<file path="src/rtl/flash_op_pkg.sv">
package flash_op_pkg;

    localparam int DATA_W    = 16;
    localparam int BE_W      = DATA_W / 8;
    localparam int CODE_W    = 4;
    localparam int OPSEL_W   = 4;

    localparam int START_BIT = 15;
    localparam int WEN_BIT   = 14;
    localparam int ERR_BIT   = 13;
    localparam int ERASE_BIT = 6;

    typedef enum logic [OPSEL_W-1:0] {
        OP_NONE       = 4'd0,
        OP_BULK_ERASE = 4'd1,
        OP_GSEG_ERASE = 4'd2,
        OP_SSEG_ERASE = 4'd3,
        OP_PAGE_ERASE = 4'd4,
        OP_CFG_ERASE  = 4'd5,
        OP_WORD_PROG  = 4'd6,
        OP_ROW_PROG   = 4'd7,
        OP_CFG_PROG   = 4'd8
    } flash_op_e;

    typedef struct packed {
        logic              start;
        logic              wen;
        logic              err;
        logic              erase;
        logic [CODE_W-1:0] code;
        logic              nop_pend;
        logic              req_valid;
        flash_op_e         req_op;
    } ctl_state_t;

endpackage

</file>
<file path="src/rtl/flash_op_decode.sv">
module flash_op_decode
    import flash_op_pkg::*;
(
    input  logic              erase_sel,
    input  logic [CODE_W-1:0] code,
    output flash_op_e         op
);

    always_comb begin
        op = OP_NONE;
        if (erase_sel) begin
            case (code)
                4'b1111: op = OP_BULK_ERASE;
                4'b1101: op = OP_GSEG_ERASE;
                4'b1100: op = OP_SSEG_ERASE;
                4'b0010: op = OP_PAGE_ERASE;
                4'b0000: op = OP_CFG_ERASE;
                default: op = OP_NONE;
            endcase
        end else begin
            case (code)
                4'b0011: op = OP_WORD_PROG;
                4'b0001: op = OP_ROW_PROG;
                4'b0000: op = OP_CFG_PROG;
                default: op = OP_NONE;
            endcase
        end
    end

endmodule

</file>
<file path="src/rtl/flash_op_busif.sv">
module flash_op_busif
    import flash_op_pkg::*;
#(
    parameter int                ADDR_W   = 4,
    parameter logic [ADDR_W-1:0] REG_ADDR = ADDR_W'(2)
) (
    input  logic [ADDR_W-1:0] bus_addr,
    input  logic              bus_wr,
    input  logic [DATA_W-1:0] bus_wdata,
    input  logic [BE_W-1:0]   bus_be,
    input  logic              st_start,
    input  logic              st_wen,
    input  logic              st_err,
    input  logic              st_erase,
    input  logic [CODE_W-1:0] st_code,
    output logic              lane_hi,
    output logic              lane_lo,
    output logic              set_req,
    output logic              wd_wen,
    output logic              wd_err,
    output logic              wd_erase,
    output logic [CODE_W-1:0] wd_code,
    output logic [DATA_W-1:0] bus_rdata
);

    logic              hit;
    logic [BE_W-1:0]   lane_wr;
    logic              unused_wd;

    assign hit = (bus_addr == REG_ADDR);

    for (genvar gi = 0; gi < BE_W; gi++) begin : g_lane
        assign lane_wr[gi] = hit && bus_wr && bus_be[gi];
    end

    assign lane_lo  = lane_wr[0];
    assign lane_hi  = lane_wr[BE_W-1];
    assign set_req  = lane_hi && bus_wdata[START_BIT];
    assign wd_wen   = bus_wdata[WEN_BIT];
    assign wd_err   = bus_wdata[ERR_BIT];
    assign wd_erase = bus_wdata[ERASE_BIT];
    assign wd_code  = bus_wdata[CODE_W-1:0];
    assign unused_wd = ^{bus_wdata[ERR_BIT-1:ERASE_BIT+1], bus_wdata[ERASE_BIT-1:CODE_W]};

    always_comb begin
        bus_rdata = '0;
        if (hit) begin
            bus_rdata[START_BIT]    = st_start;
            bus_rdata[WEN_BIT]      = st_wen;
            bus_rdata[ERR_BIT]      = st_err;
            bus_rdata[ERASE_BIT]    = st_erase;
            bus_rdata[CODE_W-1:0]   = st_code;
        end
    end

endmodule

</file>
<file path="src/rtl/flash_op_seq.sv">
module flash_op_seq
    import flash_op_pkg::*;
(
    input  logic              clk,
    input  logic              por_n,
    input  logic              sys_rst_n,
    input  logic              lane_hi,
    input  logic              lane_lo,
    input  logic              set_req,
    input  logic              wd_wen,
    input  logic              wd_err,
    input  logic              wd_erase,
    input  logic [CODE_W-1:0] wd_code,
    input  logic              eng_done,
    input  logic              eng_abort,
    input  flash_op_e         dec_op,
    output logic              fld_erase_d,
    output logic [CODE_W-1:0] fld_code_d,
    output logic              start_q,
    output logic              wen_q,
    output logic              err_q,
    output logic              erase_q,
    output logic [CODE_W-1:0] code_q,
    output logic              req_valid_q,
    output flash_op_e         req_op_q
);

    ctl_state_t s_d, s_q;

    // Field lanes: locked while busy, cleared by the system reset.
    always_comb begin
        fld_erase_d = s_q.erase;
        fld_code_d  = s_q.code;
        if (lane_lo && !s_q.start) begin
            fld_erase_d = wd_erase;
            fld_code_d  = wd_code;
        end
        if (!sys_rst_n) begin
            fld_erase_d = 1'b0;
            fld_code_d  = '0;
        end
    end

    always_comb begin
        s_d           = s_q;
        s_d.erase     = fld_erase_d;
        s_d.code      = fld_code_d;
        s_d.req_valid = 1'b0;
        s_d.req_op    = OP_NONE;

        if (lane_hi) begin
            s_d.wen = wd_wen;
            s_d.err = wd_err;
        end

        if (s_q.start) begin
            if (s_q.nop_pend) begin
                s_d.start    = 1'b0;
                s_d.nop_pend = 1'b0;
            end else if (eng_abort) begin
                s_d.start = 1'b0;
                s_d.err   = 1'b1;
            end else if (eng_done) begin
                s_d.start = 1'b0;
                s_d.err   = 1'b0;
            end
        end

        if (set_req) begin
            if (s_q.start || !s_q.wen) begin
                s_d.err = 1'b1;
            end else begin
                s_d.start = 1'b1;
                if (dec_op == OP_NONE) begin
                    s_d.nop_pend = 1'b1;
                end else begin
                    s_d.req_valid = 1'b1;
                    s_d.req_op    = dec_op;
                end
            end
        end
    end

    always_ff @(posedge clk or negedge por_n) begin
        if (!por_n) begin
            s_q <= '0;
        end else begin
            s_q <= s_d;
        end
    end

    assign start_q     = s_q.start;
    assign wen_q       = s_q.wen;
    assign err_q       = s_q.err;
    assign erase_q     = s_q.erase;
    assign code_q      = s_q.code;
    assign req_valid_q = s_q.req_valid;
    assign req_op_q    = s_q.req_op;


    req_pulse_chk: assert property (@(posedge clk) disable iff (!por_n)
        req_valid_q |=> !req_valid_q);


    req_busy_chk: assert property (@(posedge clk) disable iff (!por_n)
        req_valid_q |-> (start_q && req_op_q != OP_NONE));


    improper_start_chk: assert property (@(posedge clk) disable iff (!por_n)
        (set_req && (start_q || !wen_q)) |=> (err_q && !req_valid_q));


    abort_err_chk: assert property (@(posedge clk) disable iff (!por_n)
        (start_q && !s_q.nop_pend && eng_abort) |=> (err_q && !start_q));


    busy_hold_chk: assert property (@(posedge clk) disable iff (!por_n)
        (start_q && sys_rst_n) |=> ($stable(erase_q) && $stable(code_q)));


    nop_clear_chk: assert property (@(posedge clk) disable iff (!por_n)
        s_q.nop_pend |=> (!start_q && !req_valid_q));

endmodule

</file>
<file path="src/rtl/flash_op_ctrl.sv">
module flash_op_ctrl
    import flash_op_pkg::*;
#(
    parameter int                ADDR_W   = 4,
    parameter logic [ADDR_W-1:0] REG_ADDR = ADDR_W'(2)
) (
    input  logic               clk,
    input  logic               por_n,
    input  logic               sys_rst_n,
    input  logic [ADDR_W-1:0]  bus_addr,
    input  logic               bus_wr,
    input  logic [DATA_W-1:0]  bus_wdata,
    input  logic [BE_W-1:0]    bus_be,
    output logic [DATA_W-1:0]  bus_rdata,
    output logic               req_valid,
    output logic [OPSEL_W-1:0] req_op,
    input  logic               eng_done,
    input  logic               eng_abort
);

    logic              lane_hi, lane_lo, set_req;
    logic              wd_wen, wd_err, wd_erase;
    logic [CODE_W-1:0] wd_code;
    logic              fld_erase_d;
    logic [CODE_W-1:0] fld_code_d;
    logic              start_q, wen_q, err_q, erase_q;
    logic [CODE_W-1:0] code_q;
    flash_op_e         dec_op;
    flash_op_e         req_op_q;

    flash_op_busif #(
        .ADDR_W   (ADDR_W),
        .REG_ADDR (REG_ADDR)
    ) busif_i (
        .bus_addr  (bus_addr),
        .bus_wr    (bus_wr),
        .bus_wdata (bus_wdata),
        .bus_be    (bus_be),
        .st_start  (start_q),
        .st_wen    (wen_q),
        .st_err    (err_q),
        .st_erase  (erase_q),
        .st_code   (code_q),
        .lane_hi   (lane_hi),
        .lane_lo   (lane_lo),
        .set_req   (set_req),
        .wd_wen    (wd_wen),
        .wd_err    (wd_err),
        .wd_erase  (wd_erase),
        .wd_code   (wd_code),
        .bus_rdata (bus_rdata)
    );

    flash_op_decode decode_i (
        .erase_sel (fld_erase_d),
        .code      (fld_code_d),
        .op        (dec_op)
    );

    flash_op_seq seq_i (
        .clk         (clk),
        .por_n       (por_n),
        .sys_rst_n   (sys_rst_n),
        .lane_hi     (lane_hi),
        .lane_lo     (lane_lo),
        .set_req     (set_req),
        .wd_wen      (wd_wen),
        .wd_err      (wd_err),
        .wd_erase    (wd_erase),
        .wd_code     (wd_code),
        .eng_done    (eng_done),
        .eng_abort   (eng_abort),
        .dec_op      (dec_op),
        .fld_erase_d (fld_erase_d),
        .fld_code_d  (fld_code_d),
        .start_q     (start_q),
        .wen_q       (wen_q),
        .err_q       (err_q),
        .erase_q     (erase_q),
        .code_q      (code_q),
        .req_valid_q (req_valid),
        .req_op_q    (req_op_q)
    );

    assign req_op = req_op_q;

endmodule

</file>
<file path="config.mk">
export PLATFORM = sky130hd
export DESIGN_NAME = flash_op_ctrl
export DESIGN_NICKNAME = d
export VERILOG_FILES = /design/src/rtl/flash_op_pkg.sv /design/src/rtl/flash_op_decode.sv /design/src/rtl/flash_op_busif.sv /design/src/rtl/flash_op_seq.sv /design/src/rtl/flash_op_ctrl.sv
export SDC_FILE = /design/constraint.sdc
export NUM_CORES = 1
export LEC_CHECK = 0
export ABC_AREA = 1
export ABC_CLOCK_PERIOD_IN_PS = 2900
export BUFFER_PORTS_ARGS = -buffer_cell sky130_fd_sc_hd__buf_2
export CAP_MARGIN = 20
export CORE_MARGIN = 5
export CORE_UTILIZATION = 45
export DETAILED_ROUTE_END_ITERATION = 8
export GPL_ROUTABILITY_DRIVEN = 0
export PLACE_DENSITY = 0.78
export SETUP_SLACK_MARGIN = 0.2
export SLEW_MARGIN = 20
export SYNTH_ARGS = -nofsm -noshare
export SYNTH_HDL_FRONTEND = slang
export SYNTH_SLANG_ARGS = --single-unit
</file>
<file path="constraint.sdc">
create_clock -name clk -period 2.9 [get_ports clk]
set_input_delay 0.29 -clock clk [delete_from_list [all_inputs] [get_ports clk]]
set_output_delay 0.29 -clock clk [all_outputs]
set_load 0.02 [all_outputs]
</file>
==> results of run 1 <==
state kept, by name, indices dropped and copies added (netlist names):
| name | flops |
|---|---|
| seq_i.code_q | 4 |
| seq_i.err_q | 1 |
| seq_i.start_q | 1 |
| seq_i.req_valid_q | 1 |
| seq_i.s_q | 1 |
| seq_i.wen_q | 1 |
| seq_i.req_op_q | 4 |
| seq_i.erase_q | 1 |
placed cells by master, fill, tap and decap left out, types with 2 or more instances in the layout:
cell type                  netlist  layout
sky130_fd_sc_hd__clkbuf_4        0       3
sky130_fd_sc_hd__nand4_1         2       2
sky130_fd_sc_hd__inv_1          19      19
sky130_fd_sc_hd__dfrtp_1        14      14
sky130_fd_sc_hd__nand3_1         7       7
sky130_fd_sc_hd__nor2_1         17      17
sky130_fd_sc_hd__nand3_2         5       5
sky130_fd_sc_hd__o211ai_1        2       2
sky130_fd_sc_hd__nand2_1        25      25
sky130_fd_sc_hd__nand2_2         7       7
sky130_fd_sc_hd__inv_2           5       5
sky130_fd_sc_hd__nor2_4          5       5
sky130_fd_sc_hd__conb_1          1       8
sky130_fd_sc_hd__nor2_2          3       3
sky130_fd_sc_hd__buf_2           0      32
metal layers:
layer,track usage,wire (um)
met1,0.157,810
met2,0.231,1020
met3,0.0430,174
met4,0.0828,53
met5,0,0
Yosys cell counts, drive strengths merged:
| library cell | instances |
|---|---|
| clkinv | 1 |
| nand2 | 33 |
| o211ai | 2 |
| o21ai | 3 |
| nand4 | 2 |
| dfrtp | 14 |
| inv | 25 |
| buf | 12 |
| conb | 1 |
| a21oi | 1 |
| nand3 | 13 |
| nor3 | 2 |
| nor2 | 25 |
| o41ai | 1 |
layout make-up:
cell class / count / area, um2
well taps: 28 / 35.0
clock buffers: 4 / 36.3
fillers: 203 / 997
repair buffers: 33 / 170
flip-flops and latches: 14 / 350
inverters: 26 / 100
multi-input cells: 90 / 502
power by group:
group / total [mW] / internal, mW / switching [mW]
combinational: 0.0803 / 0.0264 / 0.0539
clock: 0.147 / 0.0766 / 0.0703
sequential: 0.209 / 0.205 / 0.00372
total: 0.436 / 0.308 / 0.128
metrics by stage:
step | area [um2] | hold WS, ps | instances | setup WS, ps
3_3_place_gp | 1150 | 202 | 190 | 1260
3_5_place_dp | 1150 | 209 | 190 | 1210
5_1_grt | 1190 | 176 | 195 | 1110
4_1_cts | 1190 | 181 | 195 | 1270
6_report | 1190 | 185 | 195 | 1280
2_1_floorplan | 1040 | -5.59 | 142 | 1430
timing repair:
item,CTS,global route
hold buffers,1,0
buffers inserted,0,0
setup endpoints to repair,0,0
endpoints found under the hold margin,14,0
cell families after synthesis:
group | count (synthesis) | share of synthesized area
buffers and inverters | 38 | 0.187
AND/OR/NAND/NOR | 75 | 0.417
other | 1 | 0.00369
flip-flops | 14 | 0.345
AO/OA/AOI/OAI | 7 | 0.0468
worst max-delay path: stages, from the launching register on:
cell and delay, ps:
sky130_fd_sc_hd__dfrtp_1 430, sky130_fd_sc_hd__inv_2 120, sky130_fd_sc_hd__nand2_4 70, sky130_fd_sc_hd__inv_4 70, sky130_fd_sc_hd__nand3_4 130, sky130_fd_sc_hd__nand2_2 110, sky130_fd_sc_hd__inv_2 40, sky130_fd_sc_hd__nor2_4 120
sky130_fd_sc_hd__nand2_1 60, sky130_fd_sc_hd__nand2_1 60, sky130_fd_sc_hd__nand2_1 50, sky130_fd_sc_hd__nand2_1 50, sky130_fd_sc_hd__nand2_1 90, sky130_fd_sc_hd__nand3_2 80, sky130_fd_sc_hd__nand2_1 40
path summary, 6_finish.rpt:
| path | endpoint | slack (ps) | depth (start not counted) |
|---|---|---|---|
| worst max-delay path | seq_i.s_q[5] | 1280 | 14 |
| worst min-delay path | seq_i.start_q | 180 | 2 |
| worst max register to register | seq_i.s_q[5] | 1280 | 14 |
| worst min register to register | seq_i.start_q | 460 | 1 |
| max in group asynchronous | seq_i.start_q | 2250 | 2 |
| min in group asynchronous | seq_i.code_q[3] | 410 | 2 |
==> summary.json, run 1 <==
{
  "outcome": {"value": "complete, no violations"},
  "unrepaired_setup_endpoints_after_global_routing": {"value": "no"},
  "min-delay-path-class": {"value": "primary input to register"},
  "crit_path_category": {"value": "register to register"},
  "dr_total_vias": {"value": 871},
  "clock_sinks": {"value": 14},
  "io_buffers": {"value": 32},
  "final_layout_size_suffix_gt1_frac": {"value": 0.395},
  "antenna_violations_before_repair": {"value": 0},
  "synth_top_cell_area_share": {"value": 0.345},
  "pwr_cell_area": {"value": 366, "unit": "nW/um2"},
  "place.detailed.hpwl": {"value": 1720, "unit": "um"},
  "drtPass1Iterations": {"value": 4},
  "yosys.cell_types.count": {"value": 25},
  "num_rows": {"value": 17},
  "master_cell_of_the_clock_root_buffer": {"value": "sky130_fd_sc_hd__clkbuf_4"},
  "irDropWorstVdd": {"value": 0.000178, "unit": "V"},
  "drt_wl_total": {"value": 2060, "unit": "um"},
  "final.setup_skew": {"value": 3.81, "unit": "ps"},
  "postSynthRegisterBits": {"value": 14},
  "postSynthCellCount": {"value": 135},
  "critical_path_fanouts_max": {"value": 6},
  "clock_tree_from_tritoncts": {"value": "done"},
  "grt_first_pass_wirelength": {"value": 3520, "unit": "um"},
  "post-route-util": {"value": 0.545},
  "initial_utilization": {"value": 0.464},
  "first_global_vias": {"value": 814},
  "min_period": {"value": 1620, "unit": "ps"},
  "total_leakage_power": {"value": 0.655, "unit": "nW"},
  "clockBufferDepth": {"value": 2},
  "fin_tns_setup": {"value": 0, "unit": "ps"},
  "die_height": {"value": 57.5, "unit": "um"},
  "io_pins": {"value": 49},
  "cts_resized": {"value": 0},
  "achievable-frequency": {"value": 617, "unit": "MHz"},
  "core_region_area": {"value": 2190, "unit": "um2"},
  "max-cap-violations": {"value": 0},
  "synth.area.top_cells": {"value": "sky130_fd_sc_hd__dfrtp_1 (34%), sky130_fd_sc_hd__nand2_1 (9.2%), sky130_fd_sc_hd__buf_4 (8.9%)"},
  "fp.dieW": {"value": 57.5, "unit": "um"},
  "globalRouteTotalUtil": {"value": 0.140},
  "die_area": {"value": 3310, "unit": "um2"},
  "netlist_area": {"value": 1020, "unit": "um2"},
  "antennaDiodeCount": {"value": 0},
  "wire_per_inst": {"value": 10.5, "unit": "um"},
  "cts.clk_slew.worst_paths": {"value": 90, "unit": "ps"},
  "synth.yosys.warnings": {"value": 0},
  "regToRegStartpoint": {"value": "seq_i.start_q"},
  "critical_path.endpoint_type": {"value": "register"},
  "maximum_number_of_pins_on_one_net_before_global_route_repair": {"value": 15},
  "setup_viol_count_final": {"value": 0},
  "drt_drc_violations_left": {"value": 0},
  "finalPower": {"value": 0.436, "unit": "mW"},
  "critPathArrivalTime": {"value": 1810, "unit": "ps"},
  "area_growth_syn_to_layout": {"value": 17.5, "unit": "%"},
  "final-max-slew-violation-count": {"value": 0},
  "worstSetupStartpointType": {"value": "register"},
  "ant_nets": {"value": 0},
  "timing.final.crit_share": {"value": 0.559},
  "numCtsBuffers": {"value": 3},
  "critical_path_required": {"value": 3090, "unit": "ps"},
  "num-nets-final": {"value": 196},
  "detailedRoute.firstIterationViolations": {"value": 29},
  "synth.largest_area_cell": {"value": "sky130_fd_sc_hd__dfrtp_1"},
  "worstSkewPairLatency": {"value": 290, "unit": "ps"},
  "hold_viol_final": {"value": 0},
  "fraction_of_the_yosys_area_taken_by_sequential_cells": {"value": 0.345},
  "crit_start": {"value": "seq_i.start_q"},
  "htree_num_levels": {"value": 1},
  "hold_path.startpoint": {"value": "eng_done"},
  "drt-vias-per-instance": {"value": 4.47},
  "grt_overflow_total": {"value": 0},
  "synthesis.area_per_instance": {"value": 7.53, "unit": "um2"}
}
(Power assumes the default switching activity.)
==> run 2, diff against run 1 <==
- ABC_CLOCK_PERIOD_IN_PS: 2900 -> 1410
- CORE_UTILIZATION: 45 -> 41
- PLACE_DENSITY: 0.78 -> 0.75
- clock period: 2.9 -> 1.41 ns (I/O delays scaled with it)
==> summary.json, run 2 (synthesized netlist as in run 1, its figures left out) <==
{
  "place_ws": {"value": -150, "unit": "ps"},
  "crit_family": {"value": "simple AND/OR/NAND/NOR gates"},
  "initial_utilization": {"value": 0.418},
  "place.detailed.hpwl": {"value": 1990, "unit": "um"},
  "wl_met2": {"value": 1430, "unit": "um"},
  "htree_num_levels": {"value": 1},
  "total_leakage_power": {"value": 0.756, "unit": "nW"},
  "grt_first_pass_wirelength": {"value": 4160, "unit": "um"},
  "cts.clk_slew.worst_paths": {"value": 80, "unit": "ps"},
  "final_cells": {"value": 212},
  "detailedRoute.firstIterationViolations": {"value": 40},
  "unrepaired_setup_endpoints_after_global_routing": {"value": "yes"},
  "timing.critical_path.cells": {"value": "inv_2, nand2_4, inv_4, nand4_1, nand2_1, nor2_4, nand3_1, nand2_1, nand2_2, inv_2, nor2_4, nand3_2, nand2_1"},
  "num-nets-final": {"value": 211},
  "final_common_cell": {"value": "sky130_fd_sc_hd__buf_2"},
  "drt_wl_total": {"value": 2590, "unit": "um"},
  "cp.buffers_inverters": {"value": 3},
  "critical_path_fanouts_max": {"value": 3},
  "globalRouteTotalUtil": {"value": 0.155},
  "critical_path_required": {"value": 1630, "unit": "ps"},
  "worstSkewPairLatency": {"value": 280, "unit": "ps"},
  "most-common-layout-cells": {"value": "sky130_fd_sc_hd__buf_2 (31), sky130_fd_sc_hd__nand2_1 (21), sky130_fd_sc_hd__inv_1 (18)"},
  "area_growth_syn_to_layout": {"value": 39.4, "unit": "%"},
  "clock_tree_from_tritoncts": {"value": "done"},
  "irDropWorstVdd": {"value": 0.000323, "unit": "V"},
  "worst_setup_slack_after_layout": {"value": -191, "unit": "ps"},
  "register_area": {"value": 350, "unit": "um2"},
  "crit_path_category": {"value": "register to register"},
  "final_layout_size_suffix_gt1_frac": {"value": 0.516},
  "hold_viol_final": {"value": 0},
  "setup_viol_count_final": {"value": 6},
  "cp_common_cell": {"value": "sky130_fd_sc_hd__nand2_1"},
  "ant_nets": {"value": 0},
  "min-delay-path-class": {"value": "primary input to register"},
  "antennaDiodeCount": {"value": 0},
  "num_rows": {"value": 18},
  "final.setup_skew": {"value": 3.33, "unit": "ps"},
  "final-max-slew-violation-count": {"value": 0},
  "min_period": {"value": 1600, "unit": "ps"},
  "finalPower": {"value": 0.911, "unit": "mW"},
  "die_height": {"value": 59.8, "unit": "um"},
  "core_region_area": {"value": 2430, "unit": "um2"},
  "antenna_violations_before_repair": {"value": 0},
  "critPathArrivalTime": {"value": 1820, "unit": "ps"},
  "die_area": {"value": 3570, "unit": "um2"},
  "outcome": {"value": "finished with violations"},
  "wl_met1": {"value": 910, "unit": "um"},
  "io_pins": {"value": 49},
  "timing.final.crit_share": {"value": 1.14},
  "maximum_number_of_pins_on_one_net_before_global_route_repair": {"value": 15},
  "wire_per_inst": {"value": 12.2, "unit": "um"},
  "failing_checks": {"value": "setup timing"},
  "master_cell_of_the_clock_root_buffer": {"value": "sky130_fd_sc_hd__clkbuf_4"},
  "worstSetupStartpointType": {"value": "register"},
  "drt-vias-per-instance": {"value": 4.63},
  "multiInputGateArea": {"value": 583, "unit": "um2"},
  "critical_path.endpoint_type": {"value": "register"},
  "dr_total_vias": {"value": 982},
  "achievable-frequency": {"value": 625, "unit": "MHz"},
  "io_buffers": {"value": 32},
  "topRoutingLayerUsed": {"value": "met4"},
  "max-cap-violations": {"value": 0},
  "grt_overflow_total": {"value": 0},
  "clock_sinks": {"value": 14},
  "first_global_vias": {"value": 1006},
  "fp.dieW": {"value": 59.8, "unit": "um"},
  "number_of_placed_cells_counting_well_taps": {"value": 203},
  "numCtsBuffers": {"value": 3},
  "worst_stage_delay_on_the_critical_path": {"value": 390, "unit": "ps"},
  "critical-path-slowest-cell": {"value": "sky130_fd_sc_hd__dfrtp_1"},
  "dr_wl_met3": {"value": 198, "unit": "um"},
  "worst-r2r-setup-slack": {"value": -190, "unit": "ps"},
  "drtPass1Iterations": {"value": 4},
  "clockBufferDepth": {"value": 2},
  "pwr_cell_area": {"value": 644, "unit": "nW/um2"},
  "fillCellCount": {"value": 211},
  "drt_drc_violations_left": {"value": 0}
}
## run 2: worst paths after layout
check / cells past startpoint / from / end
max in group asynchronous: 2 / por_n / seq_i.req_op_q[1]
min in group asynchronous: 2 / por_n / seq_i.code_q[0]
worst max-delay path: 13 / seq_i.start_q / seq_i.s_q[5]
worst max register to register: 13 / seq_i.start_q / seq_i.s_q[5]
worst min register to register: 1 / seq_i.s_q[5] / seq_i.start_q
worst min-delay path: 2 / eng_done / seq_i.start_q
## run 2: metal layers
metal	global-route usage	up-vias
li1	-	485
met1	0.160	453
met2	0.299	38
met3	0.0194	6
met4	0.0791	0
met5	0	-
## run 2: timing repair
action,in CTS,in global routing
hold buffers,1,0
endpoints found under the hold margin,14,0
pin swaps,6,7
setup endpoints to repair,7,18
setup buffers,2,2
gates resized for setup,12,12
## run 2: per-stage QoR
| stage | area [um2] | util | hold slack, ps | TNS [ps] |
|---|---|---|---|---|
| finish | 1420 | 0.582 | 63.6 | -816 |
| global placement | 1240 | 0.512 | 41.1 | -425 |
| global route | 1420 | 0.582 | 66.6 | -1480 |
| detailed placement | 1240 | 0.512 | 49.9 | -747 |
| CTS | 1350 | 0.553 | 40.3 | -783 |
| floorplan | 1040 | - | -155 | -114 |
## run 2: layout make-up
cell class / count / area share
flip-flops and latches: 14 / 0.247
repair buffers: 48 / 0.218
inverters: 26 / 0.0707
clock buffers: 4 / 0.0256
well taps: 30 / 0.0265
multi-input cells: 90 / 0.412
## run 2: worst register-to-register path: stages (launching register included)
cell and delay [ps]:
sky130_fd_sc_hd__dfrtp_1 390, sky130_fd_sc_hd__inv_2 100, sky130_fd_sc_hd__nand2_4 70, sky130_fd_sc_hd__inv_4 70, sky130_fd_sc_hd__nand4_1 160, sky130_fd_sc_hd__nand2_1 170
sky130_fd_sc_hd__nor2_4 50, sky130_fd_sc_hd__nand3_1 90, sky130_fd_sc_hd__nand2_1 70, sky130_fd_sc_hd__nand2_2 100, sky130_fd_sc_hd__inv_2 50, sky130_fd_sc_hd__nor2_4 110
sky130_fd_sc_hd__nand3_2 60, sky130_fd_sc_hd__nand2_1 50
## run 2: where the power goes
| group | leakage (nW) | internal [mW] | switching, mW |
|---|---|---|---|
| Combinational | 0.549 | 0.0692 | 0.128 |
| Sequential | 0.186 | 0.422 | 0.0103 |
| Clock | 0.0210 | 0.157 | 0.125 |
| Total | 0.756 | 0.649 | 0.263 |
==> run 3, diff against run 2 <==
- ABC_CLOCK_PERIOD_IN_PS: 1410 -> 2000
- CORE_UTILIZATION: 41 -> 45
- PLACE_DENSITY: 0.75 -> 0.78
- clock period: 1.41 -> 2 ns (I/O delays scaled with it)
==> summary.json, run 3 (synthesized netlist as in run 1, its figures left out) <==
{
  "max-cap-violations": {"value": 0},
  "worstSetupStartpointType": {"value": "register"},
  "irDropWorstVdd": {"value": 0.000330, "unit": "V"},
  "die_area": {"value": 3310, "unit": "um2"},
  "io_buffers": {"value": 32},
  "critical_path_required": {"value": 2180, "unit": "ps"},
  "wire_per_inst": {"value": 10.9, "unit": "um"},
  "achievable-frequency": {"value": 617, "unit": "MHz"},
  "timing.final.crit_share": {"value": 0.810},
  "globalRouteTotalUtil": {"value": 0.139},
  "place_ws": {"value": 377, "unit": "ps"},
  "cts_resized": {"value": 0},
  "num_rows": {"value": 17},
  "hold_viol_final": {"value": 0},
  "most-common-layout-cells": {"value": "sky130_fd_sc_hd__buf_2 (32), sky130_fd_sc_hd__nand2_1 (25), sky130_fd_sc_hd__inv_1 (19)"},
  "critical_path.endpoint_type": {"value": "register"},
  "final-max-slew-violation-count": {"value": 0},
  "number_of_placed_cells_counting_well_taps": {"value": 190},
  "outcome": {"value": "complete, no violations"},
  "total_leakage_power": {"value": 0.660, "unit": "nW"},
  "antennaDiodeCount": {"value": 0},
  "core_region_area": {"value": 2190, "unit": "um2"},
  "antenna_violations_before_repair": {"value": 0},
  "worst_setup_slack_after_layout": {"value": 380, "unit": "ps"},
  "drt-vias-per-instance": {"value": 4.57},
  "critPathArrivalTime": {"value": 1800, "unit": "ps"},
  "critical_path_fanouts_max": {"value": 6},
  "clock_tree_from_tritoncts": {"value": "done"},
  "drt_drc_violations_left": {"value": 0},
  "min_period": {"value": 1620, "unit": "ps"},
  "post-route-util": {"value": 0.548},
  "drtPass1Iterations": {"value": 4},
  "grt_overflow_total": {"value": 0},
  "numCtsBuffers": {"value": 3},
  "initial_utilization": {"value": 0.464},
  "master_cell_of_the_clock_root_buffer": {"value": "sky130_fd_sc_hd__clkbuf_4"},
  "worst_stage_delay_on_the_critical_path": {"value": 420, "unit": "ps"},
  "dr_total_vias": {"value": 896},
  "htree_num_levels": {"value": 1},
  "pwr_cell_area": {"value": 523, "unit": "nW/um2"},
  "min-delay-path-class": {"value": "primary input to register"},
  "final_common_cell": {"value": "sky130_fd_sc_hd__buf_2"},
  "drt_wl_total": {"value": 2140, "unit": "um"},
  "fp.dieW": {"value": 57.5, "unit": "um"},
  "grt_first_pass_wirelength": {"value": 3580, "unit": "um"},
  "io_pins": {"value": 49},
  "cts.clk_slew.worst_paths": {"value": 90, "unit": "ps"},
  "final_layout_size_suffix_gt1_frac": {"value": 0.399},
  "final.setup_skew": {"value": 4.58, "unit": "ps"},
  "fin_tns_setup": {"value": 0, "unit": "ps"},
  "final_cells": {"value": 196},
  "num-nets-final": {"value": 197},
  "critical-path-slowest-cell": {"value": "sky130_fd_sc_hd__dfrtp_1"},
  "fillCellCount": {"value": 199},
  "ant_nets": {"value": 0},
  "unrepaired_setup_endpoints_after_global_routing": {"value": "no"},
  "timing.critical_path.cells": {"value": "inv_2, nand2_4, inv_4, nand3_4, nand2_2, nand2_2, nor2_4, nand2_1, nand2_1, nand2_1, nand2_1, nand2_1, nand3_2, nand2_1"},
  "first_global_vias": {"value": 839},
  "clock_sinks": {"value": 14},
  "place.detailed.hpwl": {"value": 1740, "unit": "um"},
  "maximum_number_of_pins_on_one_net_before_global_route_repair": {"value": 15},
  "cp_common_cell": {"value": "sky130_fd_sc_hd__nand2_1"},
  "setup_viol_count_final": {"value": 0},
  "worstSkewPairLatency": {"value": 280, "unit": "ps"},
  "detailedRoute.firstIterationViolations": {"value": 34},
  "area_growth_syn_to_layout": {"value": 18.2, "unit": "%"},
  "clockBufferDepth": {"value": 2},
  "crit_path_category": {"value": "register to register"},
  "finalPower": {"value": 0.629, "unit": "mW"},
  "die_height": {"value": 57.5, "unit": "um"}
}
[run 3: cell count changes in the layout (fill, tap and decap cells not counted), moves of 3 or more]
cell and change:
sky130_fd_sc_hd__nand2_1 +4, sky130_fd_sc_hd__buf_6 -3, sky130_fd_sc_hd__nand2_2 -3, sky130_fd_sc_hd__nor2_1 +3
sky130_fd_sc_hd__buf_4 -11, sky130_fd_sc_hd__nor2_4 -4
[run 3: area by class of cell]
cell class,count,area (um2),share of cell area
Sequential cell,14,350,0.292
Tap cell,28,35.0,0.0292
Clock buffer,4,36.3,0.0302
Timing Repair Buffer,34,178,0.148
Inverter,26,100,0.0833
Multi-Input combinational cell,90,502,0.418
[run 3: metrics by stage]
stage | hold WS (ps) | cell area [um2]
3_5_place_dp | 120 | 1150
2_1_floorplan | -95.6 | 1040
5_1_grt | 110 | 1200
6_report | 107 | 1200
4_1_cts | 94.0 | 1190
3_3_place_gp | 112 | 1150
[run 3: worst paths after layout]
| path | from | endpoint | slack [ps] | cells after the start |
|---|---|---|---|---|
| max | seq_i.start_q | seq_i.s_q[5] | 380 | 14 |
| min | eng_done | seq_i.start_q | 110 | 2 |
| max reg2reg | seq_i.start_q | seq_i.s_q[5] | 380 | 14 |
| min reg2reg | seq_i.s_q[5] | seq_i.start_q | 470 | 1 |
| max in group asynchronous | por_n | seq_i.code_q[1] | 1420 | 2 |
| min in group asynchronous | por_n | seq_i.wen_q | 340 | 2 |
[run 3: repair_timing]
item                                    in CTS  in global routing
endpoints found under the hold margin       14                  0
buffers inserted                             0                  1
endpoints found under the setup margin       0                  1
hold buffers                                 1                  0
[run 3: report_power, final]
part	switching (mW)	internal, mW
Sequential	0.00609	0.298
Combinational	0.0788	0.0384
Clock	0.0967	0.111
Total	0.182	0.447
[run 3: critical path: cells and delay by family, from the launching register on]
family | cells | cell delay (ps)
buffers and inverters | 2 | 190
flip-flops | 1 | 420
AND/OR/NAND/NOR | 12 | 900
[run 3: layer usage]
metal  vias up  share of wire  track usage
li1        461              -            -
met1       398           0.40        0.161
met2        31           0.50        0.237
met3         6          0.079       0.0430
met4         0          0.018       0.0530
met5         -              0            0
